--- config.mk ---
export PLATFORM = sky130hd
export DESIGN_NAME = csa_adder
export DESIGN_NICKNAME = d
export VERILOG_FILES = /design/src/rtl/csa_pkg.sv /design/src/rtl/csa_cla4.sv /design/src/rtl/csa_segadd.sv /design/src/rtl/csa_seg_select.sv /design/src/rtl/csa_adder.sv
export SDC_FILE = /design/constraint.sdc
export NUM_CORES = 1
export LEC_CHECK = 0
export BUFFER_PORTS_ARGS = -buffer_cell sky130_fd_sc_hd__buf_4
export CORE_UTILIZATION = 30
export DETAILED_ROUTE_END_ITERATION = 8
export PLACE_DENSITY = 0.59
export RECOVER_POWER = 25
export SYNTH_ARGS = -nofsm -noshare
export SYNTH_HDL_FRONTEND = slang
export SYNTH_SLANG_ARGS = --single-unit
--- constraint.sdc ---
create_clock -name vclk -period 4.2
set_input_delay 0.84 -clock vclk [all_inputs]
set_output_delay 0.84 -clock vclk [all_outputs]
set_load 0.02 [all_outputs]
--- src/rtl/csa_pkg.sv ---
package csa_pkg;
  // width of one carry-lookahead cell
  localparam int CLA_W = 4;
endpackage

--- src/rtl/csa_cla4.sv ---
module csa_cla4
  import csa_pkg::*;
(
  input  logic [CLA_W-1:0] a,
  input  logic [CLA_W-1:0] b,
  input  logic             ci,
  output logic [CLA_W-1:0] s,
  output logic             co
);
  logic [CLA_W-1:0] gen, prop;
  logic [CLA_W:0]   cy;

  assign gen  = a & b;
  assign prop = a ^ b;

  // flattened lookahead: each carry depends only on g, p and ci
  always_comb begin
    cy[0] = ci;
    for (int i = 0; i < CLA_W; i++) begin
      logic term;
      logic chain;
      term  = 1'b0;
      for (int j = 0; j <= i; j++) begin
        chain = gen[j];
        for (int k = j + 1; k <= i; k++) chain = chain & prop[k];
        term = term | chain;
      end
      chain = ci;
      for (int k = 0; k <= i; k++) chain = chain & prop[k];
      cy[i+1] = term | chain;
    end
  end

  assign s  = prop ^ cy[CLA_W-1:0];
  assign co = cy[CLA_W];
endmodule

--- src/rtl/csa_segadd.sv ---
module csa_segadd
  import csa_pkg::*;
#(
  parameter int SEG_W = 8
) (
  input  logic [SEG_W-1:0] a,
  input  logic [SEG_W-1:0] b,
  input  logic             ci,
  output logic [SEG_W-1:0] s,
  output logic             co
);
  localparam int NCELL = SEG_W / CLA_W;
  logic [NCELL:0] link;

  assign link[0] = ci;
  for (genvar c = 0; c < NCELL; c++) begin : g_cell
    csa_cla4 u_cell (
      .a (a[c*CLA_W +: CLA_W]),
      .b (b[c*CLA_W +: CLA_W]),
      .ci(link[c]),
      .s (s[c*CLA_W +: CLA_W]),
      .co(link[c+1])
    );
  end
  assign co = link[NCELL];
endmodule

--- src/rtl/csa_seg_select.sv ---
module csa_seg_select #(
  parameter int SEG_W = 8
) (
  input  logic [SEG_W-1:0] s_zero,
  input  logic [SEG_W-1:0] s_one,
  input  logic             c_zero,
  input  logic             c_one,
  input  logic             pick,
  output logic [SEG_W-1:0] s_out,
  output logic             c_out
);
  // one 2:1 selector per sum bit
  for (genvar i = 0; i < SEG_W; i++) begin : g_mux
    assign s_out[i] = pick ? s_one[i] : s_zero[i];
  end
  // reduced carry: AND form when the incoming carry is low
  assign c_out = c_one & (pick | c_zero);
endmodule

--- src/rtl/csa_adder.sv ---
module csa_adder #(
  parameter int WIDTH = 16,
  parameter int SEG_W = 8
) (
  input  logic [WIDTH-1:0] opa,
  input  logic [WIDTH-1:0] opb,
  input  logic             cin,
  output logic [WIDTH-1:0] sum,
  output logic             cout
);
  localparam int NSEG = WIDTH / SEG_W;

  logic [NSEG:0]     segc;
  logic [NSEG-1:1]   spec_c0, spec_c1;

  csa_segadd #(.SEG_W(SEG_W)) u_low (
    .a (opa[SEG_W-1:0]),
    .b (opb[SEG_W-1:0]),
    .ci(cin),
    .s (sum[SEG_W-1:0]),
    .co(segc[1])
  );
  assign segc[0] = cin;

  for (genvar k = 1; k < NSEG; k++) begin : g_hi
    logic [SEG_W-1:0] s0, s1;
    csa_segadd #(.SEG_W(SEG_W)) u_zero (
      .a (opa[k*SEG_W +: SEG_W]),
      .b (opb[k*SEG_W +: SEG_W]),
      .ci(1'b0),
      .s (s0),
      .co(spec_c0[k])
    );
    csa_segadd #(.SEG_W(SEG_W)) u_one (
      .a (opa[k*SEG_W +: SEG_W]),
      .b (opb[k*SEG_W +: SEG_W]),
      .ci(1'b1),
      .s (s1),
      .co(spec_c1[k])
    );
    csa_seg_select #(.SEG_W(SEG_W)) u_sel (
      .s_zero(s0),
      .s_one (s1),
      .c_zero(spec_c0[k]),
      .c_one (spec_c1[k]),
      .pick  (segc[k]),
      .s_out (sum[k*SEG_W +: SEG_W]),
      .c_out (segc[k+1])
    );
  end

  assign cout = segc[NSEG];
endmodule

Yosys cells after proc, flatten, opt, wreduce, memory -nomap -nowiden

Index checks and enable logic that the tools add are counted.

Bits in registers: 0

Multiplexer cells: 8
Bitwise operators: 103

Operators by type and width:

| operator          | count |
|---|---|
| 1-bit OR          | 45 |
| 1-bit AND         | 44 |
| 4-bit bitwise XOR | 10 |
| 4-bit AND         | 4 |
| 1-bit two-way mux | 8 |

Longest topological paths before layout

Word-level depth: 15
Mapped depth: 12

By module

From an unflattened synthesis, not the netlist that was laid out.

Cell total of the unflattened synthesis: 114
Area total of the unflattened synthesis: 1077.3 um^2

By module, submodules not included:

| module                                         | instances | cells an instance | area each (um^2) | sequential area each (um^2) |
|---|---|---|---|---|
| csa_cla4 (g_hi[1].u_zero.g_cell[1].u_cell ...) | 3         | 19                | 166.4            | 0.0 |
| csa_cla4 (g_hi[1].u_one.g_cell[0].u_cell ...)  | 3         | 15                | 143.9            | 0.0 |
| csa_seg_select                                 | 1         | 10                | 138.9            | 0.0 |
| csa_adder                                      | 1         | 2                 | 7.5              | 0.0 |

Worst setup path before layout

Ideal clock, no wire load.

Path type: in2out
From: input port opa[0]
To: output port sum[14]
Arrival time: 3.333 ns
Required time: 3.360 ns
Path slack: 0.027 ns
Stages: 11
Buffers on the path: 0
Cells stage by stage: ha_1 > ha_1 > o21a_1 > o21a_1 > o21ai_0 > nand2b_1 > ha_1 > o21a_1 > o211ai_1 > mux2_2 > a21oi_1

Cells in the longest elaborated chain, start to end: 14
Elaborated cells between the ends (all ways): 19
Classes of those cells: 1 x mux; 18 x bitwise

RTL lines:

| what                        | line                 | text |
|---|---|---|
| start, declared             | csa_adder.sv:5       | `input logic [WIDTH-1:0] opa,` |
| 4-bit AND                   | csa_cla4.sv:13       | `assign gen = a & b;` |
| 1-bit AND (3 in series)     | csa_cla4.sv:25       | `for (int k = j + 1; k <= i; k++) chain = chain & prop[k];` |
| 1-bit OR (3 in series)      | csa_cla4.sv:26       | `term = term \| chain;` |
| 1-bit OR (*)                | csa_cla4.sv:30       | `cy[i+1] = term \| chain;` |
| 1-bit AND (*) (4 in series) | csa_cla4.sv:29       | `for (int k = 0; k <= i; k++) chain = chain & prop[k];` |
| 1-bit OR (*)                | csa_cla4.sv:30       |  |
| 1-bit two-way mux (*)       | csa_seg_select.sv:14 | `assign s_out[i] = pick ? s_one[i] : s_zero[i];` |
| end, declared               | csa_adder.sv:8       | `output logic [WIDTH-1:0] sum,` |

Every way passes the cells marked *; elsewhere a longest branch is shown, timed or not.

Worst setup path after layout

Ends and elaborated chain as after synthesis.

==> impl_metrics.toml <==
[sta]
hold_violations = 0
max_freq_mhz = 245.0
rsz0062_at_grt = "false"
timing.setup.tns_ps = 0
max_slew_margin = 0.8056
setup_viol = 0
slew_violations = 0
fin_crit_ps = 4082
hold-worst-slack_ps = 2060
min_period_over_period = 0.9719
worst_slew_pin_slew_ps = 290.4

[place]
dp_hpwl_um = 1679
gp_congestion = 0.7745
portBuffers = 50

[run_status]
status = "finished clean"

[final_layout]
final_cell_mix = "53 x buf_4, 19 x ha_1, 7 x xnor2_1, 6 x nor2_1, 5 x fa_1"
nFillCells = 250
layout.nets = 205
layout-drive-gt1-share = 0.4755
seqCellArea_um2 = 0
diodes = 0
final_common_cell = "buf_4"
clkbuf_count = 0
n_sequential_cell = 0
syn_to_final_growth_pct = 65.13

[power_and_ir_drop]
p_per_area_mw_per_mm2 = 200.1
p_leak_nw = 0.6550
ir_drop_uv = 92.85

[floorplanning]
core_area_mm2 = 0.002477
fp-row-count = 18
pin_count = 50
initial_core_util = 0.3187
fp.dieArea_mm2 = 0.002841
die_y_um = 53.30
die_w_um = 53.30

[route]
drt_iter0_drc = 5
vias = 868
wl_um = 1955
detail-route-antenna-nets = 0
first_pass_iters = 4
drc = 0
avgRoutedWirePerCell_um = 11.30
viasPerCell = 5.017

[synthesis]
yosys-mux-area-fraction = 0.05388
ys_types = 31
synth_compound_area_frac = 0.2029
synthSimpleGateAreaFrac = 0.1236
synth_xor_xnor_area_share = 0.1109
synth_warnings = 0
syn_nets = 146
synth_top_family_by_area = "adder cells"
synth_fa_ha_area_frac = 0.4754
synthesis.area_um2 = 789.5
syn_area_per_cell_um2 = 9.180
synth_cells = 86
ys_seq_area_frac = 0

[run]
drv_cap = 0

[setup_path]
cp.required_ps = 3360
cp_slowest_stage_delay_ps = 340
critPathLaunchType = "primary input"
end_kind = "output port"
critPathSlowestCell = "mux2_4"
worstPathArrival_ps = 3240
crit_family = "compound AO/OA/AOI/OAI gates"
cp_max_fo = 4
path_class = "primary input to output port"
path_buf_inv = 2
crit_chain = "buf_4, ha_4, ha_2, o21a_1, o21a_1, o21ai_1, nand2b_1, ha_2, o21a_4, o211ai_1, mux2_4, a21oi_4, buf_6"

[worst_hold_path]
hold_depth = 3
min_path_type = "primary input to output port"
min_from = "opb[4]"
min_to = "sum[4]"

[grt]
grt_antenna_before_repair = 0
grt_pass1_wl_um = 3091
grt_usage = 0.1389
grt_pass1_vias = 796
grt_start_max_net_pins = 8
gr-total-overflow = 0

[clock_tree]
cts_hold_buf = 0
cells by family (layout without fill, tap and decap cells):
kind of cell	Yosys count	in the layout
AO/OA/AOI/OAI	21	21
XOR/XNOR	10	10
adder cells (fa/ha/maj)	27	27
buffers and inverters	5	62
multiplexers	4	4
AND/OR/NAND/NOR	19	19
through the flow:
step,util,std cells,setup slack (ps),total power [mW],instance area (um^2)
after global routing,0.5263,173,15.57,0.2855,1304
after floorplan,-,86,27.18,0.1449,789.5
final,0.5263,173,118.1,0.2609,1304
after global placement,0.4944,169,0.9333,0.2414,1225
after CTS,0.4960,169,18.14,0.2472,1229
after detailed placement,0.4944,169,-13.44,0.2449,1225
where the power goes:
| part | switching, mW | internal, mW | leakage, nW |
|---|---|---|---|
| combinational | 0.130 | 0.130 | 0.655 |
| sequential | 0 | 0 | 0 |
| clock | 0 | 0 | 0 |
| total | 0.130 | 0.130 | 0.655 |
synthesized netlist by cell type:
cell type  instances  share of area
a211oi_1           2          0.019
a41oi_2            1          0.021
nor2_1             6          0.029
o2111ai_1          1          0.011
a21oi_1            3          0.019
nand3_1            1         0.0063
mux2_2             2          0.029
mux2i_1            2          0.025
inv_1              3          0.014
nand2_1            3          0.014
a31oi_1            1         0.0079
a41o_1             1          0.013
o211ai_1           2          0.019
or3_4              1          0.014
a31o_2             1          0.011
nand2b_1           2          0.016
and3_1             1         0.0079
fa_1               5           0.13
or3_1              1         0.0079
a21o_1             2          0.019
o21a_1             4          0.038
or2_2              1         0.0079
o21ai_0            2          0.013
nor3_1             2          0.013
xnor2_1            7          0.078
or2_1              1         0.0079
o211a_1            1          0.013
ha_1              22           0.35
xor2_1             3          0.033
buf_6              1          0.014
clkbuf_1           1         0.0047
tightest hold or removal path: stages:
cell and delay (ps):
buf_4 90, fa_1 150, buf_4 130
metal layers:
metal | up-vias | wire (um) | track usage
li1 | 431 | - | -
met1 | 404 | 762 | 0.1481
met2 | 31 | 1061 | 0.2917
met3 | 2 | 106 | 0.01149
met4 | 0 | 23 | 0.01316
met5 | - | 0 | 0
worst max path at each step:
stage                     cells after the start  endpoint  slack, ps  startpoint
final                                        13   sum[14]        120      opa[0]
after global routing                         13   sum[14]         20      opa[0]
after CTS                                    13   sum[13]         20      opa[0]
after detailed placement                     13   sum[14]        -10      opa[0]
after global placement                       13   sum[14]        0.9      opa[0]
after floorplan                              11   sum[14]         30      opa[0]
layout make-up:
class | count | area [um^2] | share of cell area
timing repair buffer | 59 | 435.4 | 0.3340
multi-input combinational | 81 | 819.5 | 0.6286
tap | 30 | 37.54 | 0.02879
inverter | 3 | 11.26 | 0.008637
repair_timing:
action	CTS	global route
hold endpoints to repair	0	0
pin swaps	1	9
setup endpoints to repair	1	8
setup buffers	0	4
resized for setup	1	13
No activity file was read; power rests on OpenSTA's default activity.
